File: src/rtl/sih_pkg.sv
package sih_pkg;
    typedef enum logic [1:0] {
        SRC_CLEAR = 2'd0,
        SRC_PEND  = 2'd1,
        SRC_HELD  = 2'd2
    } src_state_e;

    localparam int ADDR_W     = 5;
    localparam int ST_A_BASE  = 0;
    localparam int MK_A_BASE  = 4;
    localparam int ST_B_BASE  = 8;
    localparam int MK_B_BASE  = 12;
    localparam int EDGE_BASE  = 16;
    localparam int SWSET_BASE = 24;
    localparam int CTRL_ADDR  = 31;
    localparam int CTRL_COR   = 0;
    localparam int CTRL_PDIS  = 1;
endpackage

File: src/rtl/sih_edge_detect.sv
module sih_edge_detect #(
    parameter int N_SRC = 12
) (
    input  logic               clk,
    input  logic               rst_n,
    input  logic [N_SRC-1:0]   src_in,
    input  logic [2*N_SRC-1:0] edge_cfg,
    output logic [N_SRC-1:0]   event_o
);
    logic [N_SRC-1:0] meta_q, sync_q, prev_q;
    logic [1:0]       warm_q;

    always_ff @(posedge clk or negedge rst_n) begin
        if (!rst_n) begin
            meta_q <= '0;
            sync_q <= '0;
            prev_q <= '0;
            warm_q <= 2'd0;
        end else begin
            meta_q <= src_in;
            sync_q <= meta_q;
            prev_q <= sync_q;
            if (warm_q != 2'd3) warm_q <= warm_q + 2'd1;
        end
    end

    for (genvar i = 0; i < N_SRC; i++) begin : g_src
        assign event_o[i] = (edge_cfg[2*i+1] &  sync_q[i] & ~prev_q[i])
                          | (edge_cfg[2*i]   & ~sync_q[i] &  prev_q[i]);


        ev_origin_chk: assert property (@(posedge clk) disable iff (!rst_n)
            (warm_q == 2'd3 && event_o[i]) |-> ($past(src_in[i], 2) != $past(src_in[i], 3)));
    end
endmodule

File: src/rtl/sih_pend_fsm.sv
module sih_pend_fsm
    import sih_pkg::*;
(
    input  logic clk,
    input  logic rst_n,
    input  logic ev,
    input  logic clr,
    input  logic pend_dis,
    output logic pending
);
    src_state_e state_q, state_d;
    logic       bufferable;

    assign bufferable = ev & ~pend_dis;

    always_ff @(posedge clk or negedge rst_n) begin
        if (!rst_n) state_q <= SRC_CLEAR;
        else        state_q <= state_d;
    end

    always_comb begin
        state_d = state_q;
        unique case (state_q)
            SRC_CLEAR: if (ev) state_d = SRC_PEND;
            SRC_PEND: begin
                if (clr)             state_d = ev ? SRC_PEND : SRC_CLEAR;
                else if (bufferable) state_d = SRC_HELD;
            end
            SRC_HELD: if (clr && !bufferable) state_d = SRC_PEND;
            default:  state_d = SRC_CLEAR;
        endcase
    end

    always_comb pending = (state_q != SRC_CLEAR);


    held_reappear_chk: assert property (@(posedge clk) disable iff (!rst_n)
        (state_q == SRC_HELD && clr) |=> pending);

    pend_dis_chk: assert property (@(posedge clk) disable iff (!rst_n)
        (pend_dis && state_q != SRC_HELD) |=> (state_q != SRC_HELD));

    clr_race_chk: assert property (@(posedge clk) disable iff (!rst_n)
        (state_q == SRC_PEND && clr && ev) |=> pending);

    clr_drop_chk: assert property (@(posedge clk) disable iff (!rst_n)
        (state_q == SRC_PEND && clr && !ev) |=> !pending);
endmodule

File: src/rtl/sih_line.sv
module sih_line
    import sih_pkg::*;
#(
    parameter int N_SRC   = 12,
    parameter int ST_BASE = 0,
    parameter int MK_BASE = 4
) (
    input  logic              clk,
    input  logic              rst_n,
    input  logic [N_SRC-1:0]  ev,
    input  logic              reg_wr,
    input  logic              reg_rd,
    input  logic [ADDR_W-1:0] reg_addr,
    input  logic [7:0]        reg_wdata,
    input  logic              cor,
    input  logic              pend_dis,
    output logic [N_SRC-1:0]  status,
    output logic [N_SRC-1:0]  mask,
    output logic              irq_n
);
    logic [N_SRC-1:0] clr;

    always_comb begin
        for (int i = 0; i < N_SRC; i++) begin
            clr[i] = (reg_addr == ADDR_W'(ST_BASE + i / 8)) &&
                     ((cor && reg_rd && status[i]) ||
                      (!cor && reg_wr && reg_wdata[i % 8]));
        end
    end

    always_ff @(posedge clk or negedge rst_n) begin
        if (!rst_n) begin
            mask <= '1;
        end else begin
            for (int i = 0; i < N_SRC; i++) begin
                if (reg_wr && reg_addr == ADDR_W'(MK_BASE + i / 8))
                    mask[i] <= reg_wdata[i % 8];
            end
        end
    end

    for (genvar i = 0; i < N_SRC; i++) begin : g_fsm
        sih_pend_fsm u_fsm (
            .clk      (clk),
            .rst_n    (rst_n),
            .ev       (ev[i]),
            .clr      (clr[i]),
            .pend_dis (pend_dis),
            .pending  (status[i])
        );
    end

    always_comb irq_n = ~|(status & ~mask);


    cor_ignore_wr_chk: assert property (@(posedge clk) disable iff (!rst_n)
        (cor && reg_wr && !reg_rd && reg_addr == ADDR_W'(ST_BASE) && status[0]) |=> status[0]);
endmodule

File: src/rtl/sih_bank.sv
module sih_bank
    import sih_pkg::*;
#(
    parameter int N_SRC = 12
) (
    input  logic              clk,
    input  logic              rst_n,
    input  logic [N_SRC-1:0]  src_in,
    input  logic              reg_wr,
    input  logic              reg_rd,
    input  logic [ADDR_W-1:0] reg_addr,
    input  logic [7:0]        reg_wdata,
    output logic [7:0]        reg_rdata,
    output logic              irq_a_n,
    output logic              irq_b_n
);
    localparam int IXR_BYTES = (N_SRC + 7) / 8;
    localparam int EDR_BYTES = (2 * N_SRC + 7) / 8;
    localparam int IXR_W     = IXR_BYTES * 8;
    localparam int EDR_W     = EDR_BYTES * 8;

    logic [2*N_SRC-1:0] edge_q;
    logic [1:0]         ctrl_q;
    logic [N_SRC-1:0]   ev_pin, ev_sw, ev_all;
    logic [N_SRC-1:0]   st_a, st_b, mk_a, mk_b;
    logic [IXR_W-1:0]   pad_sa, pad_sb, pad_ma, pad_mb;
    logic [EDR_W-1:0]   pad_edge;

    always_ff @(posedge clk or negedge rst_n) begin
        if (!rst_n) begin
            edge_q <= '0;
            ctrl_q <= '0;
        end else if (reg_wr) begin
            for (int j = 0; j < 2 * N_SRC; j++) begin
                if (reg_addr == ADDR_W'(EDGE_BASE + j / 8)) edge_q[j] <= reg_wdata[j % 8];
            end
            if (reg_addr == ADDR_W'(CTRL_ADDR)) ctrl_q <= reg_wdata[1:0];
        end
    end

    always_comb begin
        for (int i = 0; i < N_SRC; i++) begin
            ev_sw[i] = reg_wr && (reg_addr == ADDR_W'(SWSET_BASE + i / 8)) && reg_wdata[i % 8];
        end
    end

    assign ev_all = ev_pin | ev_sw;

    sih_edge_detect #(.N_SRC(N_SRC)) u_edge (
        .clk      (clk),
        .rst_n    (rst_n),
        .src_in   (src_in),
        .edge_cfg (edge_q),
        .event_o  (ev_pin)
    );

    sih_line #(.N_SRC(N_SRC), .ST_BASE(ST_A_BASE), .MK_BASE(MK_A_BASE)) u_line_a (
        .clk       (clk),
        .rst_n     (rst_n),
        .ev        (ev_all),
        .reg_wr    (reg_wr),
        .reg_rd    (reg_rd),
        .reg_addr  (reg_addr),
        .reg_wdata (reg_wdata),
        .cor       (ctrl_q[CTRL_COR]),
        .pend_dis  (ctrl_q[CTRL_PDIS]),
        .status    (st_a),
        .mask      (mk_a),
        .irq_n     (irq_a_n)
    );

    sih_line #(.N_SRC(N_SRC), .ST_BASE(ST_B_BASE), .MK_BASE(MK_B_BASE)) u_line_b (
        .clk       (clk),
        .rst_n     (rst_n),
        .ev        (ev_all),
        .reg_wr    (reg_wr),
        .reg_rd    (reg_rd),
        .reg_addr  (reg_addr),
        .reg_wdata (reg_wdata),
        .cor       (ctrl_q[CTRL_COR]),
        .pend_dis  (ctrl_q[CTRL_PDIS]),
        .status    (st_b),
        .mask      (mk_b),
        .irq_n     (irq_b_n)
    );

    always_comb begin
        pad_sa = '0;  pad_sa[N_SRC-1:0] = st_a;
        pad_sb = '0;  pad_sb[N_SRC-1:0] = st_b;
        pad_ma = '0;  pad_ma[N_SRC-1:0] = mk_a;
        pad_mb = '0;  pad_mb[N_SRC-1:0] = mk_b;
        pad_edge = '0; pad_edge[2*N_SRC-1:0] = edge_q;
        reg_rdata = '0;
        for (int b = 0; b < IXR_BYTES; b++) begin
            if (reg_addr == ADDR_W'(ST_A_BASE + b)) reg_rdata = pad_sa[b*8 +: 8];
            if (reg_addr == ADDR_W'(MK_A_BASE + b)) reg_rdata = pad_ma[b*8 +: 8];
            if (reg_addr == ADDR_W'(ST_B_BASE + b)) reg_rdata = pad_sb[b*8 +: 8];
            if (reg_addr == ADDR_W'(MK_B_BASE + b)) reg_rdata = pad_mb[b*8 +: 8];
        end
        for (int b = 0; b < EDR_BYTES; b++) begin
            if (reg_addr == ADDR_W'(EDGE_BASE + b)) reg_rdata = pad_edge[b*8 +: 8];
        end
        if (reg_addr == ADDR_W'(CTRL_ADDR)) reg_rdata = {6'b0, ctrl_q};
    end


    swset_force_chk: assert property (@(posedge clk) disable iff (!rst_n)
        (reg_wr && reg_addr == ADDR_W'(SWSET_BASE) && reg_wdata[0]) |=> (st_a[0] && st_b[0]));

    line_indep_chk: assert property (@(posedge clk) disable iff (!rst_n)
        (!reg_rd && reg_wr && reg_addr == ADDR_W'(ST_A_BASE) && st_b[0]) |=> st_b[0]);
endmodule

File: config.mk
export PLATFORM = sky130hd
export DESIGN_NAME = sih_bank
export DESIGN_NICKNAME = d
export VERILOG_FILES = /design/src/rtl/sih_pkg.sv /design/src/rtl/sih_edge_detect.sv /design/src/rtl/sih_pend_fsm.sv /design/src/rtl/sih_line.sv /design/src/rtl/sih_bank.sv
export SDC_FILE = /design/constraint.sdc
export NUM_CORES = 1
export LEC_CHECK = 0
export BUFFER_PORTS_ARGS = -buffer_cell sky130_fd_sc_hd__buf_2
export CORE_MARGIN = 4
export CORE_UTILIZATION = 40
export CTS_CLUSTER_SIZE = 28
export DETAILED_ROUTE_END_ITERATION = 8
export HOLD_SLACK_MARGIN = 0.02
export MAX_ROUTING_LAYER = met4
export SETUP_SLACK_MARGIN = 0.15
export SYNTH_ARGS = -nofsm -noshare
export SYNTH_HDL_FRONTEND = slang
export SYNTH_SLANG_ARGS = --single-unit
File: constraint.sdc
create_clock -name clk -period 1.7 [get_ports clk]
set_input_delay 0.085 -clock clk [delete_from_list [all_inputs] [get_ports clk]]
set_output_delay 0.085 -clock clk [all_outputs]
set_load 0.1 [all_outputs]
=== Word-level counts from Yosys, hierarchy flattened ===
Index checks and enable logic that the tools add are counted.
W data, S select, Z words.

* Divide/modulo/power cells: 0
* $add $sub $neg: 0
* $mul: 0
* Shift-type cells: 0
* Multiplexer cells: 120
* Bitwise logic cells: 102
* Magnitude comparators: 0
* Eq/ne operators: 133
* Reductions and logical operators: 218

{| class="wikitable"
|+ Operators by type and width
! cell !! number
|-
| $mux W2 || 72
|-
| $pmux W2 S3 || 24
|-
| $logic_and A1 B1 Y1 || 100
|-
| $mux W8 || 12
|-
| $ne A2 B2 Y1 const B || 48
|-
| $reduce_and A3 Y1 || 24
|-
| $and A1 B1 Y1 || 60
|-
| $ne A3 B3 Y1 const B || 17
|-
| $eq A2 B1 Y1 const B || 24
|-
| $eq A2 B2 Y1 const B || 24
|-
| $logic_not A2 Y1 || 24
|-
| $reduce_bool A2 Y1 || 24
|-
| $eq A5 B5 Y1 const B || 6
|-
| $not A1 Y1 || 25
|-
| $and A12 B12 Y12 || 2
|-
| $logic_or A1 B1 Y1 || 24
|-
| $not A12 Y12 || 2
|-
| $reduce_or A12 Y1 || 2
|-
| $ne A3 B2 Y1 const B || 7
|-
| $eq A5 B4 Y1 const B || 4
|-
| $logic_not A1 Y1 || 15
|-
| $mux W1 || 12
|-
| $or A1 B1 Y1 || 12
|-
| $or A12 B12 Y12 || 1
|-
| other kinds (4) || 8
|}

* Output and inout port bits: 10
* ROM bits: 0
* Memory bits (writable): 0
* Input bits: 29
* Bits in latches: 0
* Memories: 0
* Register bits after elaboration: 134

=== Logic depth before layout (Yosys ltp) ===
* Word-level depth: 13
* Mapped depth: 7
* Depth with buffers taken out: 5

=== Modules after synthesis ===
Synthesis repeated with hierarchy kept, for this count alone.

* Cells, all modules: 724
* Area total of the unflattened synthesis: 7651.1 sq um

{| class="wikitable"
|+ By module, submodules not included
! module !! area an instance (sq um) !! cells an instance !! instances
|-
| sih_pend_fsm || 127.6 || 13 || 24
|-
| sih_bank || 1934.4 || 180 || 1
|-
| sih_edge_detect || 1068.5 || 72 || 1
|-
| sih_line (u_line_b) || 810.8 || 80 || 1
|-
| sih_line (u_line_a) || 774.5 || 80 || 1
|}

=== Least setup slack after synthesis ===
OpenSTA, ideal clock, no wires.

* Path type: input to output
* From: in reg_addr[0]
* To: out reg_rdata[3]
* Buffers on the path: 2
* Arrival: 3.434 ns
* Data required time: 1.615 ns
* Slack: -1.819 ns
* Cell stages on the path: 6
* Cells stage by stage: buf_6 or3_4 buf_6 nor3_1 o221ai_1 a222oi_1

* Longest elaborated chain between the ends: 13
* Elaborated cells on any way between the ends: 24

{| class="wikitable"
|+ RTL lines
! what !! line !! text
|-
| from (decl) || sih_bank.sv:11 || <nowiki>input logic [ADDR_W-1:0] reg_addr,</nowiki>
|-
| $logic_not A5 Y1 || sih_bank.sv:95 || <nowiki>if (reg_addr == ADDR_W'(ST_A_BASE + b)) reg_rdata = pad_sa[b*8 +: 8];</nowiki>
|-
| $mux W8 || sih_bank.sv:95 ||
|-
| $mux W8 || sih_bank.sv:96 || <nowiki>if (reg_addr == ADDR_W'(MK_A_BASE + b)) reg_rdata = pad_ma[b*8 +: 8];</nowiki>
|-
| $mux W8 || sih_bank.sv:97 || <nowiki>if (reg_addr == ADDR_W'(ST_B_BASE + b)) reg_rdata = pad_sb[b*8 +: 8];</nowiki>
|-
| $mux W8 || sih_bank.sv:98 || <nowiki>if (reg_addr == ADDR_W'(MK_B_BASE + b)) reg_rdata = pad_mb[b*8 +: 8];</nowiki>
|-
| $mux W8 || sih_bank.sv:95 ||
|-
| $mux W8 || sih_bank.sv:96 ||
|-
| $mux W8 || sih_bank.sv:97 ||
|-
| $mux W8 || sih_bank.sv:98 ||
|-
| $mux W8 (3 in a row) || sih_bank.sv:101 || <nowiki>if (reg_addr == ADDR_W'(EDGE_BASE + b)) reg_rdata = pad_edge[b*8 +: 8];</nowiki>
|-
| $mux W8 * || sih_bank.sv:103 || <nowiki>if (reg_addr == ADDR_W'(CTRL_ADDR)) reg_rdata = {6'b0, ctrl_q};</nowiki>
|-
| to (decl) || sih_bank.sv:13 || <nowiki>output logic [7:0] reg_rdata,</nowiki>
|}

Every way passes the cells marked *; elsewhere a longest branch is shown, timed or not.

=== Worst setup path after layout ===
* From: reg u_line_b.g_fsm[1].u_fsm.state_q[0]
* To: out reg_rdata[1]

* Longest elaborated chain between the ends: 11

{| class="wikitable"
|+ RTL lines
! what !! line !! text
|-
| from (decl) || sih_pend_fsm.sv:11 || <nowiki>src_state_e state_q, state_d;</nowiki>
|-
| from (signal assigned) || sih_pend_fsm.sv:18 || <nowiki>else state_q <= state_d;</nowiki>
|-
| $reduce_bool A2 Y1 || sih_pend_fsm.sv:34 || <nowiki>always_comb pending = (state_q != SRC_CLEAR);</nowiki>
|-
| $mux W8 || sih_bank.sv:97 ||
|-
| $mux W8 || sih_bank.sv:98 ||
|-
| $mux W8 || sih_bank.sv:95 ||
|-
| $mux W8 || sih_bank.sv:96 ||
|-
| $mux W8 || sih_bank.sv:97 ||
|-
| $mux W8 || sih_bank.sv:98 ||
|-
| $mux W8 (3 in a row) || sih_bank.sv:101 ||
|-
| $mux W8 || sih_bank.sv:103 ||
|}

Every way passes these cells.

==> PnR_summary.wiki <==
{| class="wikitable"
! Metric !! Value
|-
| Status || complete, but fails checks
|-
| Violations in the final reports || negative setup slack
|-
| Flop2flop setup slack || -210 ps
|-
| Placeable core region || 17500 µm²
|-
| Largest fanout on the critical path || 2
|-
| Fin cells || 1186
|-
| Via total after detailed routing || around 7100
|-
| Wire length of the first global-routing pass || 39600 µm
|-
| Leading post-synthesis cells by cell area || sky130_fd_sc_hd__dfrtp_1 (38%), sky130_fd_sc_hd__dfstp_2 (8.7%), sky130_fd_sc_hd__mux2_2 (7.8%), sky130_fd_sc_hd__nand2_1 (4.0%), sky130_fd_sc_hd__a21oi_1 (3.0%)
|-
| Cells along the critical path || nor2_4 -> o32ai_1 -> a222oi_1 -> a21oi_1 -> or3_4 -> buf_12
|-
| Area growth syn-to-layout || 46.3%
|-
| Final design utilization || between 60 and 70%
|-
| Clock H-tree levels || 4
|-
| Total setup violations reported at the end of the flow || 50
|-
| Proportion of synthesized chip area in sequential cells || a little under half
|-
| Total length of routed wires || 25400 µm
|-
| Post-route ant nets || 0
|-
| Peak clock frequency supported by timing || approximately 450 MHz
|-
| Endpoint with the worst hold slack || u_line_b.mask[7]
|-
| Unrepaired setup endpoints after global routing || yes
|-
| Antenna violations before repair || 0
|-
| Pre-antenna DRT Iters || 5
|-
| Synthesized netlist cell count || around 720
|-
| #FFs+latches synth || 134
|-
| Worst Tran Pin Value || roughly 630 ps
|-
| Largest net degree at the start of global routing || 59
|-
| Footprint of the multi-input gates || roughly 4200 µm²
|-
| Number of placed cells counting well taps || 1107
|-
| Clock tree from TritonCTS || done
|-
| Fraction of post-synthesis cell area in the top cell type by area || 38.0%
|-
| Vias in the first global route || between 7000 and 8000
|-
| Worst-path cell with the longest stage delay || sky130_fd_sc_hd__or3_4
|-
| Count of cell types in the netlist || 75
|-
| Sort of element at the end of the critical path || output pin
|-
| Critical Path AT || roughly 2200 ps
|-
| Clock Tree Buf Depth || 2
|-
| Terminus of the critical flop-to-flop path || u_line_b.g_fsm[3].u_fsm.state_q[0]
|-
| Critical Path Max Stage Delay || around 430 ps
|-
| Internal Power || slightly above 9000 µW
|-
| Kind of critical path || reg2out
|-
| Setup Skew || between 6 and 7 ps
|-
| Highest-count cells in the layout ignoring fill and taps || sky130_fd_sc_hd__buf_4 (154), sky130_fd_sc_hd__dfrtp_1 (105), sky130_fd_sc_hd__nand2_1 (67)
|-
| Number of I/O pins || 39
|-
| Global Route met1 Usage || roughly a third
|-
| Starting density of the core || ~41%
|-
| Iteration-0 DRC count of the detailed router || between 500 and 600
|-
| R2r worst-path depth || 7
|-
| Number of cells traversed by the worst hold path || 2
|-
| Ant diodes || 0
|-
| Post-Syn Nets || ~750
|-
| Highest-utilization routing layer at the global route stage || met2
|-
| Final HPWL from detailed placement || ~18000 µm
|-
| Hold_ws || between 70 and 80 ps
|-
| CTS Buf Count || 17
|-
| Number of pins exceeding their max-slew limit in the final report || 0
|-
| Grt ovf || 0
|-
| FF-to-FF Start || ctrl_q[0]
|-
| Clk sinks || around 130
|-
| GRT Util Overall || 26.1%
|-
| Sw Share || a little under two fifths
|-
| Fraction of power consumed by sequential logic || 32.2%
|-
| Period utilization || 131%
|-
| Worst path bufs/invs || 1
|-
| GR Layer Usage met2 || 42.7%
|-
| Number of enable flip-flop cells after synthesis || 0
|-
| Netlist area before placement || 7250 µm²
|-
| Die boundary width || roughly 140 µm
|-
| Number of input and output port buffers inserted || 38
|-
| Clk slew on worst S/H paths || around 70 ps
|-
| Nets || a little under 1000
|-
| Clock period minus worst slack || 2230 ps
|-
| Static Leakage || between 0.004 and 0.005 µW
|-
| Worst endpoint required time || 1620 ps
|-
| Net Sw Power || between 5000 and 6000 µW
|-
| Power Dens Cells || 1360 nW/µm²
|-
| Relative slew margins || ~57%
|-
| Die Y || around 140 µm
|-
| Comb power frac || between 40% and 50%
|-
| Drt wl/cell || about 21 µm
|-
| Part of the total power dissipated in the clock network || 26.2%
|-
| Remaining design rule violation count || 0
|-
| Sequential cell area || approximately 3400 µm²
|-
| Syn. warnings || 0
|-
| Largest area contributor in the synthesized netlist || sky130_fd_sc_hd__dfrtp_1
|-
| Vias per cell || roughly 6.0
|-
| Max_cap viols || 0
|-
| Async set or reset register ratio after synthesis || 100%
|-
| Hold wc startpoint || reg_wdata[7]
|-
| Clock tree root driver cell || sky130_fd_sc_hd__clkbuf_16
|-
| Average cell area after synthesis || approximately 10 µm²
|-
| GPL Wtd Cong || just under 1
|-
| Worst path top cell family by delay || simple AND/OR/NAND/NOR gates
|-
| Fill count || between 1000 and 1500
|-
| Area of the die || approximately 20000 µm²
|-
| Kind of path behind the tightest hold check || in2reg
|-
| Num rows || 48
|-
| Post-layout worst setup margin || -531 ps
|-
| Total design power || between 10000 and 15000 µW
|-
| Startpoint type of the worst setup path || register
|-
| Largest vdd supply drop || slightly below 800 µV
|-
| Setup_tns || -7810 ps
|-
| Leading cell type in the layout, fill and taps excluded || sky130_fd_sc_hd__buf_4
|-
| Final hold violation count || 0
|-
| Global routing usage on met3 || ~4.4%
|-
| Ratio of cells with drive above 1 in the final layout || 49.2%
|-
| Clock latency on the worst-skew pair || between 400 and 500 ps
|-
| Most frequently used flop master after synthesis || sky130_fd_sc_hd__dfrtp_1
|}
==> metrics by stage <==
step           worst slack [ps]  instance area (µm²)
2_1_floorplan             -1700                 7380
3_3_place_gp               -297                 8990
3_5_place_dp               -327                 8990
4_1_cts                    -525                10300
5_1_grt                    -638                10600
6_report                   -531                10600
==> synth_stat cells (15+ instances only) <==
cell type                    n
sky130_fd_sc_hd__a211o_1    19
sky130_fd_sc_hd__a21oi_1    44
sky130_fd_sc_hd__dfrtp_1   110
sky130_fd_sc_hd__dfstp_2    24
sky130_fd_sc_hd__inv_1      20
sky130_fd_sc_hd__mux2_2     50
sky130_fd_sc_hd__nand2_1    78
sky130_fd_sc_hd__nand3b_1   15
sky130_fd_sc_hd__nor2_1     50
sky130_fd_sc_hd__nor3_1     17
sky130_fd_sc_hd__o211ai_1   20
sky130_fd_sc_hd__o21ai_0    28
sky130_fd_sc_hd__o22ai_1    26
sky130_fd_sc_hd__o32ai_1    17
==> registers in the layout, summed over array words and instances (netlist names) <==
register                      cells
ctrl_q                            2
edge_q                           24
u_edge.meta_q                    12
u_edge.prev_q                    12
u_edge.sync_q                    12
u_line_a.g_fsm.u_fsm.state_q     24
u_line_a.mask                    12
u_line_b.g_fsm.u_fsm.state_q     24
u_line_b.mask                    12
==> how the worst max path moves through the flow <==
stage | from | endpoint | cells after the start
floorplan | reg_addr[1] | reg_rdata[2] | 6
global placement | reg_addr[1] | reg_rdata[2] | 8
detailed placement | reg_addr[2] | reg_rdata[3] | 9
CTS | u_line_a.mask[3] | reg_rdata[3] | 6
global route | u_line_a.mask[11] | reg_rdata[3] | 7
finish | u_line_b.g_fsm[1].u_fsm.state_q[0] | reg_rdata[1] | 6
==> what timing repair did <==
action | in CTS | in global routing
hold endpoints to repair | 122 | 0
setup endpoints to repair | 58 | 58
gates resized for setup | 104 | 56
hold buffers | 13 | 0
pin swaps | 52 | 42
buffers inserted | 23 | 11
==> power by group through the flow <==
stage	combinational [µW]	sequential (µW)	clock (µW)
3_5_place_dp	4800	4640	0
4_1_cts	5560	4600	3850
3_3_place_gp	4640	4590	0
5_1_grt	6400	4740	3990
6_report	5990	4650	3780
2_1_floorplan	2500	4700	0
==> area by class of cell <==
cell class | instances | area share [%]
clock inverters | 15 | 1.63
repair buffers | 236 | 19.3
well taps | 225 | 2.66
flip-flops and latches | 134 | 32.0
clock buffers | 17 | 4.01
inverters | 20 | 0.708
multi-input cells | 539 | 39.7
==> cells by family (layout without fill, tap and decap cells) <==
group / after synthesis / count (layout) / share of synthesized area, %
flip-flops: 134 / 134 / 46.7
AND/OR/NAND/NOR: 245 / 245 / 17.8
AO/OA/AOI/OAI: 240 / 240 / 23.7
buffers and inverters: 51 / 288 / 3.50
multiplexers: 54 / 54 / 8.32
==> routing by layer <==
metal | vias up | routed length, µm
li1 | 3189 | -
met1 | 3590 | 10600
met2 | 272 | 12500
met3 | 77 | 1420
met4 | 0 | 877
met5 | - | 0
No activity file was read; power rests on OpenSTA's default activity.
